--- src/rtl/clk_mode_pkg.sv ---
package clk_mode_pkg;
  localparam int unsigned DW = 8;

  typedef enum logic [2:0] {
    MODE_FEI  = 3'd0,
    MODE_FEE  = 3'd1,
    MODE_FBI  = 3'd2,
    MODE_FBE  = 3'd3,
    MODE_PEE  = 3'd4,
    MODE_PBE  = 3'd5,
    MODE_BLPI = 3'd6,
    MODE_BLPE = 3'd7
  } mode_e;

  localparam logic [1:0] SRC_LOOP = 2'b00;
  localparam logic [1:0] SRC_INT  = 2'b01;
  localparam logic [1:0] SRC_EXT  = 2'b10;

  localparam logic [1:0] ADDR_SRC  = 2'd0;
  localparam logic [1:0] ADDR_PWR  = 2'd1;
  localparam logic [1:0] ADDR_LOOP = 2'd2;
  localparam logic [1:0] ADDR_STAT = 2'd3;

  // reserved request 11 folds onto the external reference
  function automatic logic [1:0] norm_src(input logic [1:0] req);
    return (req == 2'b11) ? SRC_EXT : req;
  endfunction
endpackage

--- src/rtl/clk_mode_regs.sv ---
module clk_mode_regs
  import clk_mode_pkg::*;
#(
  parameter int unsigned DIVC_W = 3,
  parameter int unsigned PDIV_W = 5
) (
  input  logic              clk_i,
  input  logic              rst_ni,
  input  logic              we_i,
  input  logic [1:0]        addr_i,
  input  logic [DW-1:0]     wdata_i,
  input  logic [1:0]        clk_st_i,
  input  logic              loop_st_i,
  output logic [DW-1:0]     rdata_o,
  output logic [1:0]        src_req_o,
  output logic [DIVC_W-1:0] div_code_o,
  output logic              irefs_o,
  output logic              lp_o,
  output logic              loop_sel_o,
  output logic [PDIV_W-1:0] pll_div_o
);
  logic [1:0]        src_q;
  logic [DIVC_W-1:0] divc_q;
  logic              irefs_q, lp_q, lsel_q;
  logic [PDIV_W-1:0] pdiv_q;

  always_ff @(posedge clk_i or negedge rst_ni) begin
    if (!rst_ni) begin
      src_q   <= SRC_LOOP;
      divc_q  <= '0;
      irefs_q <= 1'b1;
      lp_q    <= 1'b0;
      lsel_q  <= 1'b0;
      pdiv_q  <= '0;
    end else if (we_i) begin
      unique case (addr_i)
        ADDR_SRC: begin
          src_q   <= wdata_i[7:6];
          divc_q  <= wdata_i[5:3];
          irefs_q <= wdata_i[2];
        end
        ADDR_PWR:  lp_q <= wdata_i[1];
        ADDR_LOOP: begin
          lsel_q <= wdata_i[6];
          pdiv_q <= wdata_i[PDIV_W-1:0];
        end
        default: ;
      endcase
    end
  end

  always_comb begin
    rdata_o = '0;
    unique case (addr_i)
      ADDR_SRC: rdata_o = {src_q, divc_q, irefs_q, 2'b00};
      ADDR_PWR: rdata_o[1] = lp_q;
      ADDR_LOOP: begin
        rdata_o[6]          = lsel_q;
        rdata_o[PDIV_W-1:0] = pdiv_q;
      end
      default: begin
        rdata_o[3:2] = clk_st_i;
        rdata_o[5]   = loop_st_i;
      end
    endcase
  end

  assign src_req_o  = src_q;
  assign div_code_o = divc_q;
  assign irefs_o    = irefs_q;
  assign lp_o       = lp_q;
  assign loop_sel_o = lsel_q;
  assign pll_div_o  = pdiv_q;
endmodule

--- src/rtl/clk_mode_sync.sv ---
// Status follower: waits SYNC_CYC cycles on a stable request, then needs ack.
module clk_mode_sync #(
  parameter int unsigned W        = 2,
  parameter int unsigned SYNC_CYC = 4,
  parameter logic [W-1:0] RST_VAL = '0
) (
  input  logic         clk_i,
  input  logic         rst_ni,
  input  logic         en_i,
  input  logic [W-1:0] tgt_i,
  input  logic         ack_i,
  output logic [W-1:0] stat_o
);
  localparam int unsigned CW = $clog2(SYNC_CYC + 1);
  localparam logic [CW-1:0] CMAX = CW'(SYNC_CYC);

  logic [W-1:0]  stat_q, last_q;
  logic [CW-1:0] cnt_q;

  always_ff @(posedge clk_i or negedge rst_ni) begin
    if (!rst_ni) begin
      stat_q <= RST_VAL;
      last_q <= RST_VAL;
      cnt_q  <= '0;
    end else begin
      last_q <= tgt_i;
      if (!en_i || tgt_i == stat_q || tgt_i != last_q) begin
        cnt_q <= '0;
      end else if (cnt_q != CMAX) begin
        cnt_q <= cnt_q + 1'b1;
      end else if (ack_i) begin
        stat_q <= tgt_i;
        cnt_q  <= '0;
      end
    end
  end

  assign stat_o = stat_q;
endmodule

--- src/rtl/clk_mode_decode.sv ---
module clk_mode_decode
  import clk_mode_pkg::*;
(
  input  logic [1:0] clk_st_i,
  input  logic       loop_st_i,
  input  logic       lp_i,
  input  logic       irefs_i,
  output mode_e      mode_o
);
  always_comb begin
    unique case (clk_st_i)
      SRC_INT: mode_o = lp_i ? MODE_BLPI : MODE_FBI;
      SRC_EXT: mode_o = lp_i ? MODE_BLPE : (loop_st_i ? MODE_PBE : MODE_FBE);
      default: mode_o = loop_st_i ? MODE_PEE : (irefs_i ? MODE_FEI : MODE_FEE);
    endcase
  end
endmodule

--- src/rtl/clk_mode_ctrl.sv ---
module clk_mode_ctrl
  import clk_mode_pkg::*;
#(
  parameter int unsigned SYNC_CYC = 4,
  parameter int unsigned DIVC_W   = 3,
  parameter int unsigned PDIV_W   = 5,
  parameter int unsigned BASE_DIV = 32,
  localparam int unsigned FDIV_W  = $clog2(BASE_DIV) + (1 << DIVC_W)
) (
  input  logic              clk_i,
  input  logic              rst_ni,
  input  logic              bus_we_i,
  input  logic [1:0]        bus_addr_i,
  input  logic [7:0]        bus_wdata_i,
  output logic [7:0]        bus_rdata_o,
  input  logic              ext_ack_i,
  input  logic              int_ack_i,
  input  logic              fll_ack_i,
  input  logic              pll_ack_i,
  output logic [1:0]        clk_sel_o,
  output logic              loop_sel_o,
  output logic              fll_en_o,
  output logic              pll_en_o,
  output logic [FDIV_W-1:0] fll_div_o,
  output logic [PDIV_W-1:0] pll_div_o,
  output logic [2:0]        mode_o
);
  logic [1:0]        src_req, clk_tgt, clk_st;
  logic [DIVC_W-1:0] div_code;
  logic              irefs, lp_bit, lsel, loop_st;
  logic              clk_ack, loop_ack, lp_bypass;
  mode_e             mode;

  clk_mode_regs #(.DIVC_W(DIVC_W), .PDIV_W(PDIV_W)) u_regs (
    .clk_i, .rst_ni,
    .we_i      (bus_we_i),
    .addr_i    (bus_addr_i),
    .wdata_i   (bus_wdata_i),
    .clk_st_i  (clk_st),
    .loop_st_i (loop_st),
    .rdata_o   (bus_rdata_o),
    .src_req_o (src_req),
    .div_code_o(div_code),
    .irefs_o   (irefs),
    .lp_o      (lp_bit),
    .loop_sel_o(lsel),
    .pll_div_o (pll_div_o)
  );

  assign clk_tgt   = norm_src(src_req);
  assign lp_bypass = lp_bit && (clk_st != SRC_LOOP);
  assign loop_ack  = lsel ? pll_ack_i : fll_ack_i;

  always_comb begin
    unique case (clk_tgt)
      SRC_INT: clk_ack = int_ack_i;
      SRC_EXT: clk_ack = ext_ack_i;
      default: clk_ack = loop_ack;
    endcase
  end

  clk_mode_sync #(.W(2), .SYNC_CYC(SYNC_CYC), .RST_VAL(SRC_LOOP)) u_clk_sync (
    .clk_i, .rst_ni,
    .en_i  (1'b1),
    .tgt_i (clk_tgt),
    .ack_i (clk_ack),
    .stat_o(clk_st)
  );

  // loop choice only latches while the loops are powered
  clk_mode_sync #(.W(1), .SYNC_CYC(SYNC_CYC), .RST_VAL(1'b0)) u_loop_sync (
    .clk_i, .rst_ni,
    .en_i  (!lp_bypass),
    .tgt_i (lsel),
    .ack_i (loop_ack),
    .stat_o(loop_st)
  );

  clk_mode_decode u_dec (
    .clk_st_i (clk_st),
    .loop_st_i(loop_st),
    .lp_i     (lp_bit),
    .irefs_i  (irefs),
    .mode_o   (mode)
  );

  assign clk_sel_o  = clk_tgt;
  assign loop_sel_o = lsel;
  assign pll_en_o   = !lp_bypass && lsel;
  assign fll_en_o   = !lp_bypass && !lsel;
  assign fll_div_o  = FDIV_W'(BASE_DIV) << div_code;
  assign mode_o     = mode;
endmodule

--- config.mk ---
export PLATFORM = sky130hd
export DESIGN_NAME = clk_mode_ctrl
export DESIGN_NICKNAME = d
export VERILOG_FILES = /design/src/rtl/clk_mode_pkg.sv /design/src/rtl/clk_mode_regs.sv /design/src/rtl/clk_mode_sync.sv /design/src/rtl/clk_mode_decode.sv /design/src/rtl/clk_mode_ctrl.sv
export SDC_FILE = /design/constraint.sdc
export NUM_CORES = 1
export LEC_CHECK = 0
export ABC_AREA = 0
export BUFFER_PORTS_ARGS = -buffer_cell sky130_fd_sc_hd__buf_2
export CAP_MARGIN = 0
export CORE_UTILIZATION = 46
export DETAILED_ROUTE_END_ITERATION = 16
export GPL_ROUTABILITY_DRIVEN = 0
export GPL_TIMING_DRIVEN = 0
export PLACE_DENSITY = 0.76
export SLEW_MARGIN = 20
export SYNTH_ARGS = -nofsm -noshare
export SYNTH_HDL_FRONTEND = slang
export SYNTH_SLANG_ARGS = --single-unit
--- constraint.sdc ---
create_clock -name clk_i -period 1.6 [get_ports clk_i]
set_input_delay 0.08 -clock clk_i [delete_from_list [all_inputs] [get_ports clk_i]]
set_output_delay 0.08 -clock clk_i [all_outputs]
set_load 0.005 [all_outputs]
==> results by stage <==
Run status:
- The run finished with clean final reports.

Yosys:
- By count the netlist is led by 24 x sky130_fd_sc_hd__dfrtp_1, 17 x sky130_fd_sc_hd__nand2_1, 13 x sky130_fd_sc_hd__inv_1, 13 x sky130_fd_sc_hd__mux2_2.
- The most common cell in the synthesized netlist is sky130_fd_sc_hd__dfrtp_1.
- The distinct cell type count of the synthesized netlist is just under 50.
- The synthesis-stage register bit count is 25.
- The most area-hungry cell type in the Yosys netlist is sky130_fd_sc_hd__dfrtp_1.
- After synthesis, the share of flip-flops with an asynchronous set or reset is between 90% and 100%.
- The cell count after synthesis is 162.
- The area of the mapped netlist is about 1600 µm².
- The fraction of post-synthesis cell area in the top cell type by area is between 30% and 40%.
- The total number of yosys warnings is 0.
- For this run, the leading register cell type out of synthesis is sky130_fd_sc_hd__dfrtp_1.
- After synthesis, the cell types taking the most area are sky130_fd_sc_hd__dfrtp_1 38%, sky130_fd_sc_hd__mux2_2 9.1%, sky130_fd_sc_hd__ha_1 8.6%.
- The portion of the post-synthesis area used by sequential elements is between 30% and 40%.
- Counting flops with a built-in enable in the synthesized netlist gives 0.
- A synthesized cell averages between 9 and 10 µm².

Detailed routing:
- The detailed-router iteration count before antenna repair is 4.
- In this run the remaining antenna-violating nets after routing total 0.
- The total wire length is roughly 3600 µm.
- After detailed routing, the number of remaining DRC violations is 0.
- The initial detailed-routing violation count is 46.
- In the final routed layout, each cell accounts on average for roughly 13 µm.
- The routed layout has roughly 1400 vias.
- The average vias per placed instance is around 5.2.

Global route:
- For this run, the total global-route usage over all layers was measured as between 20% and 30%.
- The first global-routing pass estimated about 5600 µm of wire.
- After global routing the overflow that remains totals 0.
- The number of global-route vias before repair is about 1400.
- The number of antenna violations at the first check in global routing was 0.
- Entering global routing, the biggest net connects 26 pins.

Worst setup path:
- For the worst setup path, the data required time is ~1.9 ns.
- The largest single stage delay on the critical path is 0.41 ns.
- The buffering stage count on the worst path with inverters included is 1.
- The sort of element at the end of the critical path is a register.
- The worst setup path is launched from a register.
- The depth of the most critical reg-to-reg path is 5.
- STA puts the critical path data arrival time at around 1.8 ns.
- The cell family contributing the most delay on the critical path is compound AO/OA/AOI/OAI gates.
- The register-to-register setup slack is ~0.033 ns.
- The category of the critical setup timing path is register to register.
- The source of the worst register-to-register timing path is u_regs.loop_sel_o.
- The largest fanout on the critical path is 6.
- In this run the critical register-to-register path is captured at u_clk_sync.cnt_q[1].
- Walking the worst path, the cells encountered are buf_6 -> mux2_4 -> a221oi_4 -> nand4_1 -> a21oi_1.
- The slowest cell on the critical path is sky130_fd_sc_hd__dfrtp_1.

CTS:
- The later-pin clock latency in the skew report is around 0.33 ns.
- For this design, the sink count on the clock tree is 25.
- The number of buffers created by CTS is 3.
- In this run the number of H-tree levels came out at 1.
- TritonCTS built the clock tree.
- Clock-pin slew was measured on the worst setup and hold paths at 0.14 ns.
- The buffer cell driving the clock tree root is sky130_fd_sc_hd__clkbuf_4.
- The clock tree buffer depth is 2.

Place:
- Port buffering added 45 buffers.
- The wire-length estimate of the detail-placed layout is between 2000 and 2500 µm.
- Timing analysis after detailed placement gives a worst setup slack of ~0.017 ns.
- The number of instances in the placed design is ~260.

Timing:
- The final count of hold timing violations is 0.
- The final critical path takes up 98.0% of the cycle.
- The least setup slack across all paths after layout is 0.0328 ns.
- The measured slew at the worst slew-check pin is approximately 0.57 ns.
- The final count of pins violating max slew is 0.
- For the final database, setup skew stands at between 0.008 and 0.009 ns.
- The maximum clock frequency is around 640 MHz.
- Setup repair after global routing could not meet its margin everywhere.
- Setup violations remaining at the end of the flow were counted as 0.
- The worst max-slew margin expressed relative to the limit is 62.2%.
- The final critical delay including setup and external delays is 1.57 ns.

Power and ir drop:
- The reported leakage power is about 0.0011 µW.
- The switching portion of total power is 38.1%.
- The power per cell area is 1090 nW/µm².
- The portion of total power attributed to sequential cells is ~39%.
- The portion of total power attributed to combinational logic is 48.7%.
- The design internal power is between 1000 and 1500 µW.
- The clock network accounts for between 10% and 20% of the total power.
- For this design the total switching power over the nets is 893 µW.
- Overall power consumption after layout is estimated at between 2000 and 2500 µW.
- VDD sags by at most ~0.65 mV.

Finish:
- The number of nets in the layout is 260.
- At the end of the flow the core is filled with cells to approximately 64%.
- The fraction of layout cells with a size suffix above 1 is roughly 43%.
- The total inserted antenna cells is 0.
- The layout-stage area growth over the synthesis result is 33.7%.
- The final cell count without fillers is approximately 280.

Die:
- The floorplan step defined a die boundary enclosing ~3700 µm².
- The initial standard-cell utilization of the core is between 40% and 50%.
- The placeable core area is around 3300 µm².
- For this design the top-level I/O count stands at 51.
- The floorplan has 21 rows.
- The die is between 60 and 70 µm tall.
- The overall die width is ~61 µm.

Hold path:
- Counting instances, the worst hold path has a depth of 3.
- The start point of the worst min-delay path is fll_ack_i.
- The worst hold endpoint is u_loop_sync.stat_o.
- The path category of the worst min-delay check is primary input to register.

Flow run:
- Across the run, the number of max-cap violations was 0.
## logic make-up (layout without fill, tap and decap cells)
family | Yosys count | in the layout | share of synthesized area (%)
multiplexers | 14 | 14 | 10.1
buffers and inverters | 24 | 89 | 7.50
AO/OA/AOI/OAI | 34 | 34 | 15.2
AND/OR/NAND/NOR | 53 | 53 | 19.2
flip-flops | 25 | 25 | 39.1
adder cells (fa/ha/maj) | 11 | 11 | 8.59
other | 1 | 5 | 0.234
## how the worst max path moves through the flow
| stage | endpoint | from | depth (start not counted) | slack [ns] |
|---|---|---|---|---|
| global placement | u_clk_sync.cnt_q[1] | u_regs.loop_sel_o | 5 | 0.04 |
| CTS | u_clk_sync.cnt_q[2] | u_regs.loop_sel_o | 5 | 0.0008 |
| detailed placement | u_clk_sync.cnt_q[1] | u_regs.loop_sel_o | 5 | 0.02 |
| finish | u_clk_sync.cnt_q[1] | u_regs.loop_sel_o | 5 | 0.03 |
| global route | u_clk_sync.cnt_q[1] | u_regs.loop_sel_o | 5 | -0.04 |
| floorplan | u_loop_sync.cnt_q[0] | u_regs.loop_sel_o | 4 | 0.12 |
## metal layers
layer | global-route usage, % | vias up | routed length (µm)
met5 | 0 | - | 0
met4 | 8.12 | 0 | 41
met3 | 3.62 | 4 | 187
met2 | 36.7 | 44 | 1850
met1 | 23.7 | 688 | 1560
li1 | - | 701 | -
## repair_timing
action,CTS,global route
endpoints found under the hold margin,37,0
hold buffers,9,0
setup endpoints to repair,6,13
buffers inserted,4,4
pin swaps,3,5
resized for setup,2,17
## power by group through the flow
stage	Combinational, µW	Sequential [µW]	Clock, µW
finish	1140	903	299
global route	1250	923	321
CTS	1050	877	303
global placement	912	895	0
floorplan	637	874	0
detailed placement	936	904	0
## stage by stage
| stage | setup TNS [ns] | hold slack (ns) | instance area (µm²) |
|---|---|---|---|
| final | 0 | 0.0599 | 2140 |
| after global routing | -0.114 | 0.0769 | 2140 |
| after CTS | 0 | 0.0602 | 2060 |
| after detailed placement | 0 | 0.116 | 1900 |
| after global placement | 0 | 0.109 | 1900 |
| after floorplan | 0 | -0.216 | 1620 |
## worst reg2reg max path: cells and delay by family (launching register included)
family / cells / cell delay [ns]
AO/OA/AOI/OAI: 2 / 0.51
buffers and inverters: 1 / 0.13
flip-flops: 1 / 0.41
multiplexers: 1 / 0.33
AND/OR/NAND/NOR: 1 / 0.14
## placed cells by master (no fill, tap or decap), types with 4 or more instances in the layout
master                           n
sky130_fd_sc_hd__nand2_1        17
sky130_fd_sc_hd__a21oi_1         8
sky130_fd_sc_hd__inv_1          10
sky130_fd_sc_hd__buf_4          13
sky130_fd_sc_hd__nor3b_1         4
sky130_fd_sc_hd__ha_1            9
sky130_fd_sc_hd__mux2_2         13
sky130_fd_sc_hd__nor2_1          4
sky130_fd_sc_hd__buf_2          45
sky130_fd_sc_hd__dfrtp_1        24
sky130_fd_sc_hd__conb_1          5
sky130_fd_sc_hd__dlygate4sd3_1   9
## final cells by class
type | instances | area (µm²)
Inverter | 13 | 48.8
Sequential cell | 25 | 627
Clock buffer | 4 | 26.3
Timing Repair Buffer | 62 | 379
Multi-Input combinational cell | 117 | 933
Fill cell | 300 | 1200
Tap cell | 46 | 57.6
Buffer | 10 | 68.8
## flip-flops by register name (all words and copies together) (netlist names)
register,count
u_clk_sync.cnt_q,3
u_clk_sync.last_q,2
u_clk_sync.stat_o,2
u_loop_sync.cnt_q,3
u_loop_sync.last_q,1
u_loop_sync.stat_o,1
u_regs.div_code_o,3
u_regs.irefs_o,1
u_regs.loop_sel_o,1
u_regs.lp_o,1
u_regs.pll_div_o,5
u_regs.src_req_o,2
No activity file was read; power rests on OpenSTA's default activity.
